==> config.mk <==
export PLATFORM = sky130hd
export DESIGN_NAME = pw_addr_map
export DESIGN_NICKNAME = d
export VERILOG_FILES = /design/src/rtl/pw_map_pkg.sv /design/src/rtl/pw_map_table.sv /design/src/rtl/pw_map_xlate.sv /design/src/rtl/pw_map_steer.sv /design/src/rtl/pw_addr_map.sv
export SDC_FILE = /design/constraint.sdc
export NUM_CORES = 1
export LEC_CHECK = 0
export BUFFER_PORTS_ARGS = -buffer_cell sky130_fd_sc_hd__buf_2
export CORE_MARGIN = 10
export CORE_UTILIZATION = 40
export DETAILED_ROUTE_END_ITERATION = 10
export GPL_ROUTABILITY_DRIVEN = 0
export GPL_TIMING_DRIVEN = 1
export PLACE_DENSITY = 0.54
export SYNTH_ARGS = -nofsm -noshare
export SYNTH_HDL_FRONTEND = slang
export SYNTH_HIERARCHICAL = 1
export SYNTH_SLANG_ARGS = --single-unit
==> constraint.sdc <==
create_clock -name clk -period 5.4 [get_ports clk]
set_input_delay 0 -clock clk [delete_from_list [all_inputs] [get_ports clk]]
set_output_delay 0 -clock clk [all_outputs]
set_load 0.01 [all_outputs]
==> src/rtl/pw_map_pkg.sv <==
// Package: shared entry layout for the paged window address map.
// Assumes the 16-bit entry format: usable, writable, 14-bit page number.
package pw_map_pkg;
    localparam int ENT_W = 16;
    localparam int PG_W  = 14;

    typedef struct packed {
        logic            usable;
        logic            writable;
        logic [PG_W-1:0] page;
    } map_ent_t;
endpackage

==> src/rtl/pw_map_table.sv <==
// Module: page table storage with one host read/write port and one
// translation lookup port. Assumes the caller only writes while idle.
module pw_map_table
    import pw_map_pkg::*;
#(
    parameter int N_PAGES = 16,
    localparam int IDX_W  = $clog2(N_PAGES)
) (
    input  logic             clk,
    input  logic             rst_n,
    input  logic             wr_en,
    input  logic [IDX_W-1:0] reg_idx,
    input  logic [ENT_W-1:0] wr_data,
    output logic [ENT_W-1:0] reg_rdata,
    input  logic [IDX_W-1:0] xl_idx,
    output map_ent_t         xl_ent
);
    map_ent_t ents [N_PAGES];

    // One register per entry, cleared on reset, loaded on a host write.
    for (genvar g = 0; g < N_PAGES; g++) begin : g_ent
        always_ff @(posedge clk) begin
            if (!rst_n)
                ents[g] <= '0;
            else if (wr_en && reg_idx == IDX_W'(g))
                ents[g] <= map_ent_t'(wr_data);
        end
    end

    // Host register read and translation lookup.
    always_comb begin
        reg_rdata = ENT_W'(ents[reg_idx]);
        xl_ent    = ents[xl_idx];
    end

    // a host table write lands in the addressed entry.
    a_r2_write_lands: assert property (@(posedge clk) disable iff (!rst_n)
        wr_en |=> ENT_W'(ents[$past(reg_idx)]) == $past(wr_data));
endmodule

==> src/rtl/pw_map_xlate.sv <==
// Module: decodes a host address into table-register hit or window hit,
// forms the secondary word address and decides refusal.
// Assumes REG_BASE+0o140 and WIN_BASE are aligned to their region sizes.
module pw_map_xlate
    import pw_map_pkg::*;
#(
    parameter int          N_PAGES  = 16,
    parameter int          WOFF_W   = 8,
    parameter int          HA_W     = 18,
    parameter logic [17:0] REG_BASE = 18'o766000,
    parameter logic [17:0] WIN_BASE = 18'o140000,
    localparam int IDX_W  = $clog2(N_PAGES),
    localparam int SA_W   = PG_W + WOFF_W
) (
    input  logic             is_wr,
    input  logic [HA_W-1:0]  haddr,
    input  map_ent_t         ent,
    output logic             in_tbl,
    output logic             in_win,
    output logic [IDX_W-1:0] tbl_idx,
    output logic [IDX_W-1:0] pg_idx,
    output logic             hi_half,
    output logic [SA_W-1:0]  word_addr,
    output logic             refuse
);
    localparam logic [HA_W-1:0] TBL_LO  = HA_W'(REG_BASE) + HA_W'(18'o140);
    localparam logic [HA_W-1:0] WIN_LO  = HA_W'(WIN_BASE);
    localparam int              PG_BITS = WOFF_W + 2;
    localparam int              WIN_SZ  = N_PAGES << PG_BITS;

    logic [HA_W-1:0] tbl_off, win_off;

    // Region decode, index extraction and address formation.
    always_comb begin
        tbl_off   = haddr - TBL_LO;
        win_off   = haddr - WIN_LO;
        in_tbl    = (haddr >= TBL_LO) && (tbl_off < HA_W'(2 * N_PAGES));
        in_win    = (haddr >= WIN_LO) && (win_off < HA_W'(WIN_SZ));
        tbl_idx   = tbl_off[IDX_W:1];
        pg_idx    = win_off[PG_BITS +: IDX_W];
        hi_half   = haddr[1];
        word_addr = {ent.page, haddr[PG_BITS-1:2]};
        refuse    = !ent.usable || (is_wr && !ent.writable);
    end

    // the two decoded regions never overlap.
    always_comb begin
        a_r4_disjoint: assert (!(in_tbl && in_win));
    end
endmodule

==> src/rtl/pw_map_steer.sv <==
// Module: half-word steering store: the buffered low half of a pending
// write and the kept upper half of the last secondary read.
module pw_map_steer #(
    parameter int HD_W = 16
) (
    input  logic              clk,
    input  logic              rst_n,
    input  logic              low_we,
    input  logic [HD_W-1:0]   low_d,
    input  logic              rd_cap,
    input  logic [2*HD_W-1:0] rd_d,
    input  logic [HD_W-1:0]   hi_wr,
    output logic [2*HD_W-1:0] wr_word,
    output logic [HD_W-1:0]   hi_q
);
    logic [HD_W-1:0] low_q;

    // Hold the low half until its high half arrives.
    always_ff @(posedge clk) begin
        if (!rst_n)      low_q <= '0;
        else if (low_we) low_q <= low_d;
    end

    // Keep the upper half of each completed secondary read.
    always_ff @(posedge clk) begin
        if (!rst_n)      hi_q <= '0;
        else if (rd_cap) hi_q <= rd_d[2*HD_W-1:HD_W];
    end

    // Assemble the outgoing 32-bit word.
    always_comb wr_word = {hi_wr, low_q};

    // the buffer changes only on a permitted low-half write.
    a_r6_low_hold: assert property (@(posedge clk) disable iff (!rst_n)
        !low_we |=> $stable(low_q));
    // the kept upper half changes only on a completed read.
    a_r9_hi_hold: assert property (@(posedge clk) disable iff (!rst_n)
        !rd_cap |=> $stable(hi_q));
endmodule

==> src/rtl/pw_addr_map.sv <==
// Module: top of the paged window address map. Sequences host accesses
// through the table, the translator and the half-word store.
// Assumes the host strobes again only after h_ack, and s_ack comes only
// while s_req is high.
module pw_addr_map
    import pw_map_pkg::*;
#(
    parameter int          N_PAGES  = 16,
    parameter int          WOFF_W   = 8,
    parameter int          HA_W     = 18,
    parameter logic [17:0] REG_BASE = 18'o766000,
    parameter logic [17:0] WIN_BASE = 18'o140000,
    localparam int HD_W  = 16,
    localparam int SA_W  = PG_W + WOFF_W,
    localparam int IDX_W = $clog2(N_PAGES)
) (
    input  logic              clk,
    input  logic              rst_n,
    input  logic              h_stb,
    input  logic              h_we,
    input  logic [HA_W-1:0]   h_addr,
    input  logic [HD_W-1:0]   h_wdata,
    output logic              h_ack,
    output logic [HD_W-1:0]   h_rdata,
    output logic              h_maperr,
    output logic              s_req,
    output logic              s_we,
    output logic [SA_W-1:0]   s_addr,
    output logic [2*HD_W-1:0] s_wdata,
    input  logic              s_ack,
    input  logic [2*HD_W-1:0] s_rdata
);
    typedef enum logic {ST_IDLE, ST_WAIT} st_t;
    st_t st_q;

    logic             in_tbl, in_win, hi_half, refuse;
    logic [IDX_W-1:0] tbl_idx, pg_idx;
    logic [SA_W-1:0]  word_addr;
    logic [ENT_W-1:0] tbl_rdata;
    map_ent_t         ent;
    logic [2*HD_W-1:0] wr_word;
    logic [HD_W-1:0]  hi_q;
    logic             take, tbl_wr, low_we, rd_cap, win_ok;

    pw_map_xlate #(
        .N_PAGES(N_PAGES), .WOFF_W(WOFF_W), .HA_W(HA_W),
        .REG_BASE(REG_BASE), .WIN_BASE(WIN_BASE)
    ) u_xlate (
        .is_wr(h_we), .haddr(h_addr), .ent(ent),
        .in_tbl(in_tbl), .in_win(in_win), .tbl_idx(tbl_idx),
        .pg_idx(pg_idx), .hi_half(hi_half), .word_addr(word_addr),
        .refuse(refuse)
    );

    pw_map_table #(.N_PAGES(N_PAGES)) u_table (
        .clk(clk), .rst_n(rst_n), .wr_en(tbl_wr), .reg_idx(tbl_idx),
        .wr_data(h_wdata), .reg_rdata(tbl_rdata), .xl_idx(pg_idx),
        .xl_ent(ent)
    );

    pw_map_steer #(.HD_W(HD_W)) u_steer (
        .clk(clk), .rst_n(rst_n), .low_we(low_we), .low_d(h_wdata),
        .rd_cap(rd_cap), .rd_d(s_rdata), .hi_wr(h_wdata),
        .wr_word(wr_word), .hi_q(hi_q)
    );

    // Enables derived from the accepted strobe.
    always_comb begin
        take   = h_stb && st_q == ST_IDLE;
        win_ok = take && in_win && !refuse;
        tbl_wr = take && in_tbl && h_we;
        low_we = win_ok && h_we && !hi_half;
        rd_cap = st_q == ST_WAIT && s_ack && !s_we;
    end

    // Access sequencer: answers locally or issues one secondary request.
    always_ff @(posedge clk) begin
        if (!rst_n) begin
            st_q     <= ST_IDLE;
            h_ack    <= 1'b0;
            h_maperr <= 1'b0;
            h_rdata  <= '0;
            s_req    <= 1'b0;
            s_we     <= 1'b0;
            s_addr   <= '0;
            s_wdata  <= '0;
        end else begin
            h_ack    <= 1'b0;
            h_maperr <= 1'b0;
            if (st_q == ST_WAIT) begin
                if (s_ack) begin
                    s_req <= 1'b0;
                    h_ack <= 1'b1;
                    st_q  <= ST_IDLE;
                    if (!s_we) h_rdata <= s_rdata[HD_W-1:0];
                end
            end else if (take && in_tbl) begin
                h_ack <= 1'b1;
                if (!h_we) h_rdata <= tbl_rdata;
            end else if (take && in_win) begin
                if (refuse) begin
                    h_ack    <= 1'b1;
                    h_maperr <= 1'b1;
                end else if (h_we && !hi_half) begin
                    h_ack <= 1'b1;
                end else if (!h_we && hi_half) begin
                    h_ack   <= 1'b1;
                    h_rdata <= hi_q;
                end else begin
                    s_req  <= 1'b1;
                    s_we   <= h_we;
                    s_addr <= word_addr;
                    if (h_we) s_wdata <= wr_word;
                    st_q   <= ST_WAIT;
                end
            end
        end
    end

    // an unacknowledged request holds everything it carries.
    a_r13_req_hold: assert property (@(posedge clk) disable iff (!rst_n)
        s_req && !s_ack |=> s_req && $stable(s_we) && $stable(s_addr)
                            && $stable(s_wdata));
    // a map error is only ever reported with an acknowledge.
    a_r10_err_with_ack: assert property (@(posedge clk) disable iff (!rst_n)
        h_maperr |-> h_ack && !s_req);
    // a new request always follows an accepted host strobe.
    a_r7_req_from_stb: assert property (@(posedge clk) disable iff (!rst_n)
        $rose(s_req) |-> $past(h_stb));
    // acknowledges are single-cycle pulses.
    a_r2_ack_pulse: assert property (@(posedge clk) disable iff (!rst_n)
        h_ack |=> !h_ack);
endmodule

After elaboration in Yosys (flattened, before gate mapping). Memory sizes are Yosys's and may differ from the RTL's. Cells that the tools add are included.

Bitwise operators: 23. Add/sub/neg operators: 2. Equal/unequal tests: 24. Magnitude comparators: 4. Reduce and logical (&&, ||, !) cells: 46. Mux-type cells: 96.

Operators with widths (number): 16-bit 2-to-1 mux (25); 1-bit 2-to-1 mux (71); 4-bit equality test, second input constant (8); 1-bit logical AND (30); 18-bit by 16-bit greater-or-equal comparator with 1-bit output, second input constant (1); 18-bit greater-or-equal comparator, second input constant (1); 18-bit by 15-bit less-than comparator with 1-bit output, second input constant (1); 18-bit by 6-bit less-than comparator with 1-bit output, second input constant (1); 18-bit by 16-bit subtractor with 18-bit output, second input constant (1); 18-bit subtractor, second input constant (1); 4-bit by 3-bit equality test with 1-bit output, second input constant (4); 1-bit bitwise OR (16); 7-bit AND reduction (2); 2-bit != test, second input constant (6); 6-bit AND reduction (2); 4-bit by 2-bit equality test with 1-bit output, second input constant (2); 1-bit NOT (7); 1-bit zero test (6); 3-bit != test, second input constant (2); 3-bit nonzero test (2); 4-bit by 1-bit equality test with 1-bit output, second input constant (1); 4-bit zero test (1); 4-bit OR reduction (1); 3-bit by 2-bit != test with 1-bit output, second input constant (1); 2 further kinds (2).

RAM bits: 256. Word-level logic and storage cells: 206. Output and inout bits: 74. Register bits after elaboration: 107. Input port bits: 71. Memories: 1.

Memory list: u_table.ents (words 16, width 16, read ports 2, clocked after memory_dff 0, write ports 16, RTL line pw_map_table.sv:18) `map_ent_t ents [N_PAGES];`.

Logic depth before layout (Yosys ltp).
Word-level depth: 10. Mapped depth: 14. Mapped depth without buffers: 10.

By module. The synthesis kept the hierarchy.

By module, submodules not included: pw_map_table (times used 1, cells each 868, area each 13716.9 µm², sequential area each 7687.4 µm²); pw_addr_map (times used 1, cells each 378, area each 3303.2 µm², sequential area each 1501.4 µm²); pw_map_steer (times used 1, cells each 119, area each 1355.0 µm², sequential area each 640.6 µm²); pw_map_xlate (times used 1, cells each 58, area each 397.9 µm², sequential area each 0.0 µm²).

Least setup slack after synthesis. OpenSTA, ideal clock, no wires.

Path kind: in2reg. Start point: input h_addr[5]. End point: memory u_table/ents[2][0] (netlist name), enable pin. Stages on the path: 11. Library setup time: 0.411 ns. Data arrival time: 3.269 ns. Slack: 1.719 ns. Buffers on the path: 3. Cell sequence: inv_1 ha_1 or4_1 nor4_1 buf_6 nand2_1 buf_2 nor3_1 buf_2 nand2_1 o21ai_0.

RTL lines: start: declaration (RTL line pw_addr_map.sv:21) `input logic [HA_W-1:0] h_addr,`; end: declaration (RTL line pw_map_table.sv:18).

==> metrics.md <==
| Metric | Value |
|---|---|
| Leakage | `7.71 nW` |
| Die Wd | `237 µm` |
| Post-layout min period | `3.67 ns` |
| M1 wire length | `22.8 mm` |
| Area added between synthesis and finish | `14.3%` |
| Yosys top cell area share | `40.9%` |
| Top Metal Used | `met4` |
| First-pass GRT wire length | `between 70 and 80 mm` |
| Setup tns final | `0 ns` |
| Overflow after GRT | `0` |
| Reg2Reg Setup Slack | `2.30 ns` |
| Worst path most repeated cell | `buf_4` |
| Sw Ratio | `between 20% and 30%` |
| Worst-margin pin slew | `approximately 1.3 ns` |
| Hold WC Path Type | `input pin to flop` |
| Post-synth EDFFs | `~260` |
| Final ANT Viol Nets | `0` |
| Clock power share | `41.2%` |
| Pre-CTS WS | `1.55 ns` |
| Drc violations | `0` |
| Seq pwr share | `49.5%` |
| FF-to-FF End | `s_addr[13]$_SDFFE_PN0P_` |
| Status | `finished clean` |
| CTS max path bufs | `3` |
| Drt initial violations | `a little under 1k` |
| Layout Nets | `1638` |
| Clock sink count | `363` |
| Final Cell Area | `around 21000 µm²` |
| Critical Path Source Type | `input pin` |
| Critical path fanouts, max | `18` |
| Depth of the CTS H-tree | `2` |
| Async SR Flop Fraction | `0%` |
| Largest area contributor in the netlist | `edfxtp_1` |
| Met2 wire len | `26.3 mm` |
| Core region area | `46500 µm²` |
| Ys flop type | `edfxtp_1` |
| Via-per-instance ratio | `5.43` |
| Peak Freq | `273 MHz` |
| DRT Wirelength | `53.0 mm` |
| Buffer count from post-CTS setup fixing | `0` |
| Netlist cell types | `51` |
| Max_cap viols | `0` |
| Vias after detailed routing | `12.0k` |
| Largest net degree at the start of global routing | `121` |
| CTS clk-pin slew, worst paths | `0.05 ns` |
| Top Ports | `145` |
| Clock root buffer | `clkbuf_16` |
| CP Data Required Time | `5.63 ns` |
| Clock Skew | `0.0186 ns` |
| Die H | `237 µm` |
| HPWL Detailed | `35.1 mm` |
| Critical path, cell by cell | `dlygate4sd3_1 -> buf_2 -> inv_1 -> ha_1 -> or4_1 -> nor4_1 -> buf_4 -> nand2_1 -> buf_4 -> nor3_1 -> buf_4 -> nand2_1 -> o21ai_1 -> buf_4` |
| CP peak stage delay | `0.73 ns` |
| Avg Inst Size Synth | `approximately 13 µm²` |
| Worst path slowest cell | `o21ai_1` |
| Die area | `between 50000 and 60000 µm²` |
| CTS tree | `done` |
| Sequential share of the synthesized area | `around 52%` |
| Initial core utilization | `40.4%` |
| Hold Crit Start | `h_addr[2]` |
| Fraction of layout cells with a size suffix above 1 | `24.1%` |
| WHS Endpoint | `s_addr[0]$_SDFFE_PN0P_` |
| Sw power | `roughly 0.0015 W` |
| Synth Warn # | `6` |
| Final setup violation count | `0` |
| CP endpoint kind | `flop` |
| Design Power | `0.00631 W` |
| Relative slew slack | `between 10% and 20%` |
| Gate Count Post-Synth | `1423` |
| Pwr dens | `294 nW/µm²` |
| Met3 WL | `2.89 mm` |
| Vias in the first global route | `12.4k` |
| Clock Latency Late Sink | `0.55 ns` |
| All-layer global routing usage | `18.6%` |
| Initial antenna violation count | `3` |
| Mapped Area | `18800 µm²` |
| Internal power | `a little under 0.005 W` |
| Final hold violation count | `0` |
| Final max-slew violation count | `0` |
| Worst R2R Path Depth | `9` |
| VDD IR max | `0.000217 V` |
| Fin crit share | `around 68%` |
| Number of CTS-inserted buffers | `41` |
| RSZ-0062 raised after global routing | `no` |
| Final setup margin | `around 1.7 ns` |
| Drt wl/cell | `24.1 µm` |
| Synth area leaders | `edfxtp_1 (41%), mux4_2 (12%), dfxtp_1 (11%)` |
| Logic pwr share | `approximately a tenth` |
| Rows | `79` |
| Synth Register Bits | `363` |
| Reg-to-Reg Start | `u_table/ents[2][14]$_SDFFCE_PN0P_` |
| Port Buffer Count | `143` |
| Drt first pass iters | `5` |
| Dpl cell area | `19600 µm²` |
| Syn_nets | `approximately 1.5k` |
| Critical path class | `input pin to flop` |
| Worst EP arrival | `3.90 ns` |
| Worst Hold Path Cells | `3` |
-- Yosys cell counts (all sizes together) (37+ instances only) --
| master | n |
|---|---|
| and2 | 260 |
| edfxtp | 256 |
| nand2 | 169 |
| mux4 | 128 |
| dfxtp | 107 |
| buf | 95 |
| clkbuf | 67 |
| a22oi | 64 |
| a21boi | 55 |
| mux2i | 49 |
| nor2b | 37 |
-- what timing repair did --
action / 4_1_cts / 5_1_grt
resized for setup: 0 / 0
hold buffers: 61 / 0
hold endpoints to repair: 99 / 0
-- metal layers --
layer	vias up	track usage [%]
li1	5477	-
met1	6086	24.3
met2	336	31.5
met3	63	2.92
met4	0	5.04
met5	-	0
-- worst max-delay path: cells and delay by family --
kind            cells  cell delay [ns]
compound gates      1             0.73
fa+ha+maj           1             0.28
buf+inv             7             1.71
simple gates        5             1.17
-- cell families after synthesis --
family	after synthesis	synth area share (%)
compound gates	164	6.31
xor+xnor	1	0.0467
fa+ha+maj	4	0.267
buf+inv	168	5.89
flops	363	52.4
mux	193	19.5
simple gates	530	15.6
-- layout by cell type, fill, tap and decap left out, types with 4 or more instances in the layout --
| cell type | count |
|---|---|
| ha_1 | 4 |
| dfxtp_1 | 107 |
| nand2_1 | 168 |
| mux2i_1 | 49 |
| mux2_2 | 16 |
| mux4_2 | 96 |
| mux4_4 | 8 |
| clkbuf_1 | 12 |
| edfxtp_1 | 256 |
| clkbuf_16 | 41 |
| o21ai_1 | 16 |
| nand2b_1 | 20 |
| nor2_1 | 14 |
| mux4_1 | 24 |
| o211ai_1 | 16 |
| nor3_1 | 4 |
| a21boi_1 | 52 |
| dlygate4sd3_1 | 61 |
| nor2b_1 | 37 |
| a21oi_1 | 6 |
| clkinv_2 | 5 |
| buf_4 | 57 |
| and2_1 | 260 |
| clkinv_1 | 7 |
| inv_1 | 6 |
| buf_2 | 140 |
| a22oi_1 | 64 |
| clkbuf_8 | 4 |
-- power groups by stage --
stage          Clock (W)  Sequential, W  Combinational [W]
6_report         0.00260        0.00312           0.000586
3_3_place_gp           0        0.00317           0.000555
4_1_cts          0.00266        0.00312           0.000592
3_5_place_dp           0        0.00318           0.000558
2_1_floorplan          0        0.00316           0.000401
5_1_grt          0.00278        0.00313           0.000620
-- how the worst max path moves through the flow --
stage,slack (ns),to,from
2_1_floorplan,1.72,u_table/ents[2][0]$_SDFFCE_PN0P_,h_addr[5]
3_3_place_gp,1.53,s_addr[21]$_SDFFE_PN0P_,h_addr[10]
3_5_place_dp,1.55,s_addr[13]$_SDFFE_PN0P_,h_addr[10]
4_1_cts,1.75,u_table/ents[12][5]$_SDFFCE_PN0P_,h_addr[5]
5_1_grt,1.39,u_table/ents[12][1]$_SDFFCE_PN0P_,h_addr[5]
6_report,1.73,u_table/ents[12][12]$_SDFFCE_PN0P_,h_addr[5]
-- registers in the layout, summed over array words and instances, names as in the netlist --
name           flops
s_wdata           32
u_table/ents     256
s_addr            22
s_req              1
u_steer/hi_q      16
h_maperr           1
u_steer/low_q     16
st_q               1
s_we               1
h_rdata           16
h_ack              1
-- final cells by class --
cell class / count / area (µm²)
Fill cell: 4194 / 25000
Sequential cell: 363 / 9830
Multi-Input combinational cell: 892 / 7850
Timing Repair Buffer: 259 / 1760
Clock buffer: 58 / 1130
Tap cell: 607 / 759
Clock inverter: 15 / 98.8
Inverter: 6 / 22.5
Antenna cell: 3 / 7.51
-- through the flow --
stage	cells	utilization [%]	hold slack (ns)
after floorplan	1423	-	0.128
after detailed placement	2066	42.2	0.274
after CTS	2200	46.2	0.0106
after global routing	2202	46.2	0.0477
final	2203	46.2	0.0192
after global placement	2066	42.2	0.258
Power figures use the tool's default switching activity.
